`config.mk`:
```
export PLATFORM = sky130hd
export DESIGN_NAME = sdspi_link
export DESIGN_NICKNAME = d
export VERILOG_FILES = /design/src/rtl/sdspi_pkg.sv /design/src/rtl/sdspi_phase_timer.sv /design/src/rtl/sdspi_shifter.sv /design/src/rtl/sdspi_link.sv
export SDC_FILE = /design/constraint.sdc
export NUM_CORES = 1
export LEC_CHECK = 0
export ABC_AREA = 0
export BUFFER_PORTS_ARGS = -buffer_cell sky130_fd_sc_hd__buf_2
export CORE_MARGIN = 1.5
export CORE_UTILIZATION = 53
export DETAILED_ROUTE_END_ITERATION = 10
export PLACE_DENSITY = 0.88
export SLEW_MARGIN = 20
export SYNTH_ARGS = -nofsm -noshare
export SYNTH_HDL_FRONTEND = slang
export SYNTH_SLANG_ARGS = --single-unit
```
`constraint.sdc`:
```
create_clock -name clk -period 3.4 [get_ports clk]
set_clock_uncertainty 0.1 [all_clocks]
set_input_delay 0.17 -clock clk [delete_from_list [all_inputs] [get_ports clk]]
set_output_delay 0.17 -clock clk [all_outputs]
set_load 0.03 [all_outputs]
```
`src/rtl/sdspi_pkg.sv`:
```
package sdspi_pkg;
   typedef enum logic [1:0] {
      OP_XCHG    = 2'd0,
      OP_RECV    = 2'd1,
      OP_RELEASE = 2'd2,
      OP_XCHG2   = 2'd3
   } sd_op_e;
endpackage

```
`src/rtl/sdspi_phase_timer.sv`:
```
module sdspi_phase_timer #(
   parameter int SETUP_CYC = 2,
   parameter int HOLD_CYC  = 3
) (
   input  logic clk,
   input  logic rst_n,
   input  logic run,
   output logic sck_hi,
   output logic bit_end
);
   localparam int MAXC = (SETUP_CYC > HOLD_CYC) ? SETUP_CYC : HOLD_CYC;
   localparam int CW   = (MAXC < 2) ? 1 : $clog2(MAXC);
   localparam logic [CW-1:0] LO_LAST = CW'(SETUP_CYC - 1);
   localparam logic [CW-1:0] HI_LAST = CW'(HOLD_CYC - 1);

   if (SETUP_CYC < 1) begin : g_bad_setup
      $error("SETUP_CYC must be at least 1");
   end
   if (HOLD_CYC < 1) begin : g_bad_hold
      $error("HOLD_CYC must be at least 1");
   end

   logic [CW-1:0] cnt;

   assign bit_end = run && sck_hi && (cnt == HI_LAST);

   always_ff @(posedge clk) begin
      if (!rst_n) begin
         cnt    <= '0;
         sck_hi <= 1'b0;
      end else if (!run) begin
         cnt    <= '0;
         sck_hi <= 1'b0;
      end else if (!sck_hi && cnt == LO_LAST) begin
         cnt    <= '0;
         sck_hi <= 1'b1;
      end else if (bit_end) begin
         cnt    <= '0;
         sck_hi <= 1'b0;
      end else begin
         cnt <= cnt + 1'b1;
      end
   end

   // high phase is entered only from the last cycle of a low phase
   p_low_before_high_r3: assert property (@(posedge clk) disable iff (!rst_n)
      $rose(sck_hi) |-> $past(run));
endmodule

```
`src/rtl/sdspi_shifter.sv`:
```
module sdspi_shifter #(
   parameter int MAX_W = 32
) (
   input  logic             clk,
   input  logic             rst_n,
   input  logic             load,
   input  logic [MAX_W-1:0] load_word,
   input  logic             clr_rx,
   input  logic             shift,
   input  logic             cap_en,
   input  logic             miso,
   output logic             mosi_bit,
   output logic [MAX_W-1:0] rx_word
);
   if (MAX_W < 8) begin : g_bad_width
      $error("MAX_W must be at least 8");
   end

   logic [MAX_W-1:0] tx_sr;

   assign mosi_bit = tx_sr[MAX_W-1];

   always_ff @(posedge clk) begin
      if (!rst_n) begin
         tx_sr   <= '1;
         rx_word <= '0;
      end else begin
         if (load)       tx_sr <= load_word;
         else if (shift) tx_sr <= {tx_sr[MAX_W-2:0], 1'b1};
         if (clr_rx)               rx_word <= '0;
         else if (shift && cap_en) rx_word <= {rx_word[MAX_W-2:0], miso};
      end
   end

   // a shift with capture disabled leaves the reply untouched
   p_reply_hold_r9: assert property (@(posedge clk) disable iff (!rst_n)
      (shift && !cap_en && !clr_rx) |=> $stable(rx_word));
endmodule

```
`src/rtl/sdspi_link.sv`:
```
module sdspi_link
   import sdspi_pkg::*;
#(
   parameter int WORD_W       = 32,
   parameter int BYTE_W       = 8,
   parameter int SETUP_CYC    = 2,
   parameter int HOLD_CYC     = 3,
   parameter int RELEASE_CLKS = 8
) (
   input  logic              clk,
   input  logic              rst_n,
   input  logic              cmd_start,
   input  logic [1:0]        cmd_op,
   input  logic              cmd_long,
   input  logic [WORD_W-1:0] tx_word,
   output logic [WORD_W-1:0] rx_word,
   output logic              done,
   output logic              busy,
   output logic              sclk_o,
   output logic              sclk_oe,
   output logic              mosi_o,
   output logic              mosi_oe,
   input  logic              miso_i,
   output logic              csn_o,
   output logic              csn_oe
);
   localparam int CNT_MAX = (WORD_W > RELEASE_CLKS) ? WORD_W : RELEASE_CLKS;
   localparam int BCW     = $clog2(CNT_MAX + 1);

   if (WORD_W <= BYTE_W) begin : g_bad_words
      $error("WORD_W must exceed BYTE_W");
   end
   if (RELEASE_CLKS < 1) begin : g_bad_release
      $error("RELEASE_CLKS must be at least 1");
   end

   sd_op_e           op_in;
   logic             start_ok, is_rel, is_recv;
   logic             rel_r, pins_on, cs_hi;
   logic [BCW-1:0]   bits_left, bits_init;
   logic [WORD_W-1:0] load_word;
   logic             sck_hi, bit_end, last_bit, mosi_bit;

   assign op_in    = sd_op_e'(cmd_op);
   assign start_ok = cmd_start && !busy;
   assign is_rel   = (op_in == OP_RELEASE);
   assign is_recv  = (op_in == OP_RECV);
   assign last_bit = (bits_left == BCW'(1));

   always_comb begin
      if (is_rel || is_recv) load_word = '1;
      else if (cmd_long)     load_word = tx_word;
      else                   load_word = {tx_word[BYTE_W-1:0], {(WORD_W-BYTE_W){1'b1}}};
      if (is_rel)        bits_init = BCW'(RELEASE_CLKS);
      else if (cmd_long) bits_init = BCW'(WORD_W);
      else               bits_init = BCW'(BYTE_W);
   end

   sdspi_phase_timer #(.SETUP_CYC(SETUP_CYC), .HOLD_CYC(HOLD_CYC)) u_timer (
      .clk(clk), .rst_n(rst_n), .run(busy), .sck_hi(sck_hi), .bit_end(bit_end)
   );

   sdspi_shifter #(.MAX_W(WORD_W)) u_shift (
      .clk(clk), .rst_n(rst_n), .load(start_ok), .load_word(load_word),
      .clr_rx(start_ok && !is_rel), .shift(bit_end), .cap_en(!rel_r),
      .miso(miso_i), .mosi_bit(mosi_bit), .rx_word(rx_word)
   );

   always_ff @(posedge clk) begin
      if (!rst_n) begin
         busy      <= 1'b0;
         done      <= 1'b0;
         rel_r     <= 1'b0;
         pins_on   <= 1'b0;
         cs_hi     <= 1'b1;
         bits_left <= '0;
      end else begin
         done <= bit_end && last_bit;
         if (start_ok) begin
            busy      <= 1'b1;
            rel_r     <= is_rel;
            pins_on   <= 1'b1;
            cs_hi     <= is_rel;
            bits_left <= bits_init;
         end else if (bit_end) begin
            bits_left <= bits_left - 1'b1;
            if (last_bit) begin
               busy <= 1'b0;
               if (rel_r) pins_on <= 1'b0;
            end
         end
      end
   end

   assign sclk_o  = sck_hi;
   assign mosi_o  = busy ? mosi_bit : 1'b1;
   assign csn_o   = cs_hi;
   assign sclk_oe = pins_on;
   assign mosi_oe = pins_on;
   assign csn_oe  = pins_on;

   p_idle_sck_low_r3: assert property (@(posedge clk) disable iff (!rst_n)
      !busy |-> !sclk_o);
   p_mosi_hold_r2: assert property (@(posedge clk) disable iff (!rst_n)
      (sclk_o && $past(sclk_o)) |-> $stable(mosi_o));
   p_done_pulse_r7: assert property (@(posedge clk) disable iff (!rst_n)
      done |=> !done);
   p_busy_ends_done_r7: assert property (@(posedge clk) disable iff (!rst_n)
      $fell(busy) |-> done);
   p_cs_low_xfer_r8: assert property (@(posedge clk) disable iff (!rst_n)
      (busy && !rel_r) |-> (!csn_o && csn_oe));
   p_release_float_r9: assert property (@(posedge clk) disable iff (!rst_n)
      (done && rel_r) |-> (!sclk_oe && !mosi_oe && !csn_oe));
   p_release_ones_r9: assert property (@(posedge clk) disable iff (!rst_n)
      (busy && rel_r) |-> (mosi_o && csn_o));
endmodule

```
* Word-level counts from Yosys, hierarchy flattened
Index checks and enable logic that the tools add are counted.
** Storage, ports and cells
- Bits of input ports :: 39
- Register bits after elaboration :: 78
** Operators by class
- Reduce and logical (&&, ||, !) cells :: 21
- Mux-type cells :: 18
- Equality and inequality tests :: 5
- $add $sub $neg :: 2
- Bitwise operators :: 2
** Operator list (count)
- $mux 32 :: 4
- $mux 6 :: 4
- $mux 1 :: 10
- $reduce_bool 2->1 :: 4
- $logic_and 1x1->1 :: 7
- $eq 6x1->1 const B :: 1
- $sub 6x1->6 const B :: 1
- $eq 2x1->1 const B :: 2
- $eq 2x2->1 const B :: 2
- $logic_not 1->1 :: 4
- $reduce_and 2->1 :: 2
- $reduce_or 4->1 :: 1
- $reduce_and 3->1 :: 1
- $add 2x1->2 const B :: 1
- $not 1->1 :: 2
- $reduce_or 2->1 :: 1
- $logic_or 1x1->1 :: 1

* Depth between registers and ports, before layout
- Word-level depth :: 4
- Depth in mapped cells :: 7

* Modules after synthesis
A second synthesis with hierarchy kept.
** Second synthesis, totals
- Cell total of the unflattened synthesis :: 404
- Area, all modules :: 3797.4 um^2
** Modules (own cells, without submodules)
- sdspi_shifter :: area an instance 2854.0 um^2, seq. area each 1281.2 um^2, times used 1, cells an instance 287
- sdspi_link :: area an instance 793.3 um^2, seq. area each 220.2 um^2, times used 1, cells an instance 103
- sdspi_phase_timer :: area an instance 150.1 um^2, seq. area each 60.1 um^2, times used 1, cells an instance 14

* Worst setup path before layout
OpenSTA, ideal clock, no wires.
- Kind :: register to register
- From :: register u_timer.cnt[0]
- To :: register bits_left[3]
- Library setup time :: 0.116 ns
- Data arrival time :: 1.373 ns
- Setup slack :: 1.811 ns
- Cell stages (with the launch flop) :: 7
- Period minus slack after synthesis :: 1.589 ns
- Path through :: dfxtp_1 inv_1 ha_1 and3_1 buf_4 a211o_1 and4_1
** Between the ends
- Cells in the longest elaborated chain, start to end :: 3
** RTL lines
- start, declared :: RTL line sdspi_phase_timer.sv:23 : logic [CW-1:0] cnt;
- start signal, assigned :: RTL line sdspi_phase_timer.sv:41 : cnt <= cnt + 1'b1;
- $eq 2x2->1 :: RTL line sdspi_phase_timer.sv:25 : assign bit_end = run && sck_hi && (cnt == HI_LAST);
- $logic_and 1x1->1 :: RTL line sdspi_phase_timer.sv:25
- $reduce_bool 2->1 (no line)
- end signal, assigned :: RTL line sdspi_link.sv:84 : bits_left <= bits_init;
- end signal, assigned :: RTL line sdspi_link.sv:86 : bits_left <= bits_left - 1'b1;
- end, declared :: RTL line sdspi_link.sv:40 : logic [BCW-1:0] bits_left, bits_init;
No other way between the ends.
A chain may end at the register's enable or synchronous reset.

* Final worst setup path
- From :: register busy
- To :: register u_shift.rx_word[3]
** Between the ends
- Cells in the longest elaborated chain, start to end :: 4
- Elaborated cells between the ends (all ways) :: 7
** RTL lines
- start, declared :: RTL line sdspi_link.sv:18 : output logic busy,
- start signal, assigned :: RTL line sdspi_link.sv:71 : busy <= 1'b0;
- start signal, assigned :: RTL line sdspi_link.sv:80 : busy <= 1'b1;
- start signal, assigned :: RTL line sdspi_link.sv:88 : busy <= 1'b0;
- $logic_not 1->1
- $logic_and 1x1->1 :: RTL line sdspi_link.sv:45 : assign start_ok = cmd_start && !busy;
- $logic_and 1x1->1 :: RTL line sdspi_link.sv:65 : .clr_rx(start_ok && !is_rel), .shift(bit_end), .cap_en(!rel_r),
- $reduce_or 2->1 (no line)
- end signal, assigned :: RTL line sdspi_shifter.sv:31 : else if (shift && cap_en) rx_word <= {rx_word[MAX_W-2:0], miso};
- end, declared :: RTL line sdspi_shifter.sv:13 : output logic [MAX_W-1:0] rx_word
Parallel ways exist; a longest one is shown, timed or not.

==> flow_metrics.env <==
export IMPL_synthTopCellsByArea="dfxtp_1 (47%), nand2_1 (11%), a21oi_1 (6.2%)"
export IMPL_antenna_found_initial=0
export IMPL_dpl_cell_area_mm2=0.003647
export IMPL_dr_pass1_iters=5
export IMPL_hold_path_class="in -> reg"
export IMPL_final_common_cell="nand2_1"
export IMPL_chipHeight_um=82.14
export IMPL_n_antenna_cell=0
export IMPL_synthXorXnorAreaFrac=0.002639
export IMPL_core_rowCount=28
export IMPL_critical_path_class="reg -> reg"
export IMPL_total_leakage_power_uw=0.001658
export IMPL_synth_main_ff_cell="dfxtp_1"
export IMPL_clkSlewWorstSetupHoldPaths_ns=0.08
export IMPL_startpoint="busy$_SDFFE_PN0P_"
export IMPL_track_usage=0.2374
export IMPL_yosys_area_share_simple=0.2804
export IMPL_nets=536
export IMPL_cp_start_kind="flip-flop"
export IMPL_drc=0
export IMPL_start_util=0.5541
export IMPL_crit_end="u_shift.rx_word[3]$_SDFFE_PP0P_"
export IMPL_vias=3230
export IMPL_critPathTopFamily="simple AND/OR/NAND/NOR gates"
export IMPL_grt_pass1_vias=2874
export IMPL_boundaryPins=79
export IMPL_cp_depth=3
export IMPL_synthMuxAreaShare=0
export IMPL_overflow=0
export IMPL_min_period_over_period=0.6010
export IMPL_synth_top_area_share=0.4704
export IMPL_reg2reg_depth=3
export IMPL_drt_total_wl_um=7504
export IMPL_powerDensity_mw_per_mm2=447.0
export IMPL_htreeDepth=3
export IMPL_post_dp_hpwl_um=4703
export IMPL_antenna_left=0
export IMPL_grt_max_degree=48
export IMPL_numCtsBuffers=9
export IMPL_cpPeakStageDelay_ns=0.95
export IMPL_dieArea_mm2=0.006747
export IMPL_critical_path_reg2reg_startpoint="busy$_SDFFE_PN0P_"
export IMPL_synth_warnings=0
export IMPL_final_setup_viol_count=0
export IMPL_end_kind="flip-flop"
export IMPL_synth_compound_area_frac=0.1583
export IMPL_cts_root_buf="clkbuf_8"
export IMPL_cp_max_fo=32
export IMPL_drv_slew=0
export IMPL_crit_arrival_ns=2.22
export IMPL_ir_worst_vdd_uv=381.0
export IMPL_worst_path_buf_inv=0
export IMPL_synth_top_cell_by_area="dfxtp_1"
export IMPL_regToRegSetupSlack_ns=1.36
export IMPL_tns_ns=0
export IMPL_clkLatencyLatePin_ns=0.35
export IMPL_synth_fa_ha_area_frac=0.01885
export IMPL_stdcell_area_mm2=0.004063
export IMPL_synth_edf_count=0
export IMPL_drtIter0Drc=193
export IMPL_final_hold_viol_count=0
export IMPL_grt_pass1_wl_um=12310
export IMPL_cts_resized=0
export IMPL_path_cells="and4b_1 -> nand2_1 -> a21oi_1"
export IMPL_worst_hold_slack_ns=0.01632
export IMPL_worst_pin_slew_ns=0.9944
export IMPL_area_growth_pct=22.39
export IMPL_clock_path_buffers=2
export IMPL_cp_data_required_time_ns=3.58
export IMPL_ys_seq_area_frac=0.4704
export IMPL_finalPower_uw=1816
export IMPL_rsz0062_at_grt="no"
export IMPL_synth_cell_type_count=36
export IMPL_final_fill_count=484
export IMPL_die_x_um=82.14
export IMPL_syn_inst=411
export IMPL_wl_per_cell_um=13.12
export IMPL_core_mm2=0.005991
export IMPL_cp_slowest_cell="and4b_1"
export IMPL_outcome="complete, no violations"
export IMPL_synth_fp_nets=455
export IMPL_viasPerCell=5.647
export IMPL_syn_area_mm2=0.003319
export IMPL_final_cell_mix="nand2_1 (93), dfxtp_1 (78), buf_2 (78), a21oi_1 (41), nand3_1 (35)"
export IMPL_drive_above_1_share=0.2072
export IMPL_min_period_ns=2.044
export IMPL_finalWeightedCongestion=0.8300
export IMPL_io_buffers=78
export IMPL_maxCapViolations=0
export IMPL_syn_avg_cell_area_um2=8.076
export IMPL_async_flop_share=0
export IMPL_reg2reg_to="u_shift.rx_word[3]$_SDFFE_PP0P_"
export IMPL_numClockSinks=78
export IMPL_relSlewSlack=0.3365
export IMPL_cts_tree="done"
export IMPL_fmax_mhz=489.4
export IMPL_synth_top_family_by_area="simple AND/OR/NAND/NOR gates"
export IMPL_synth_seq_cells=78
-- worst register-to-register path, cell delays in order, from the launching register on --
cell     delay, ns
dfxtp_1       0.63
and4b_1       0.95
nand2_1       0.14
a21oi_1       0.17
-- stage by stage --
step / cells / util / setup WS (ns)
after CTS: 572 / 0.6773 / 1.318
final: 572 / 0.6782 / 1.356
after global routing: 572 / 0.6782 / 1.056
after global placement: 534 / 0.6088 / 1.376
after detailed placement: 534 / 0.6088 / 1.326
after floorplan: 411 / - / 1.811
-- report_power, final --
part,leakage [uW],internal (uW),switching [uW]
sequential,0.000637,946,22.4
clock,0.0000883,336,331
combinational,0.000933,79.8,101
total,0.00166,1360,454
-- area by class of cell --
cell class / instances / area [um2] / area share
clock buffers: 10 / 127.6 / 0.03141
clock inverters: 6 / 62.56 / 0.01540
inverters: 5 / 18.77 / 0.004620
multi-input cells: 291 / 1535 / 0.3779
flip-flops and latches: 78 / 1562 / 0.3844
well taps: 75 / 93.84 / 0.02310
repair buffers: 107 / 663.1 / 0.1632
-- timing repair --
action	4_1_cts	5_1_grt
hold buffers	22	0
endpoints found under the hold margin	22	0
buffers inserted	0	0
-- flip-flops by register name (all words and copies together) (netlist names) --
register,cells
u_shift.rx_word,32
u_shift.tx_sr,32
bits_left,6
u_timer.cnt,2
busy,1
csn_o,1
csn_oe,1
done,1
rel_r,1
u_timer.sck_hi,1
-- how the worst min path moves through the flow --
stage | depth (start not counted) | to | from | slack (ns)
detailed placement | 3 | u_shift.tx_sr[13]$_SDFFE_PN1P_ | tx_word[13] | 0.34
global route | 3 | u_shift.tx_sr[23]$_SDFFE_PN1P_ | tx_word[23] | 0.04
global placement | 3 | u_shift.rx_word[0]$_SDFFE_PP0P_ | miso_i | 0.32
finish | 3 | u_shift.tx_sr[22]$_SDFFE_PN1P_ | tx_word[22] | 0.02
floorplan | 2 | u_shift.rx_word[0]$_SDFFE_PP0P_ | miso_i | 0.21
CTS | 3 | u_shift.tx_sr[22]$_SDFFE_PN1P_ | tx_word[22] | 0.009
-- per-layer routing --
| metal | track usage | up-vias | share of wire |
|---|---|---|---|
| met1 | 0.2779 | 1491 | 0.44 |
| li1 | - | 1591 | - |
| met3 | 0.07582 | 12 | 0.068 |
| met5 | 0 | - | 0 |
| met2 | 0.4074 | 136 | 0.48 |
| met4 | 0.08305 | 0 | 0.016 |
-- cells in the mapped netlist, types with 5 or more instances --
library cell and count:
inv_1 5, buf_2 19, clkbuf_1 8, nor2b_1 10, o211ai_1 8, buf_4 5, nand4_1 25, a211oi_1 9
nand2_1 93, nor2_1 7, o21ai_0 27, ha_1 5, nand3_1 35, dfxtp_1 78, a21oi_1 41
-- cell families (layout without fill, tap and decap cells) --
kind of cell / count (synthesis) / after routing
buffers and inverters: 42 / 128
and+or+nand+nor: 193 / 193
adders and majority gates: 5 / 5
AOI/OAI and AO/OA: 92 / 92
DFF: 78 / 78
xor gates and xnor gates: 1 / 1
No activity file was read; power rests on OpenSTA's default activity.
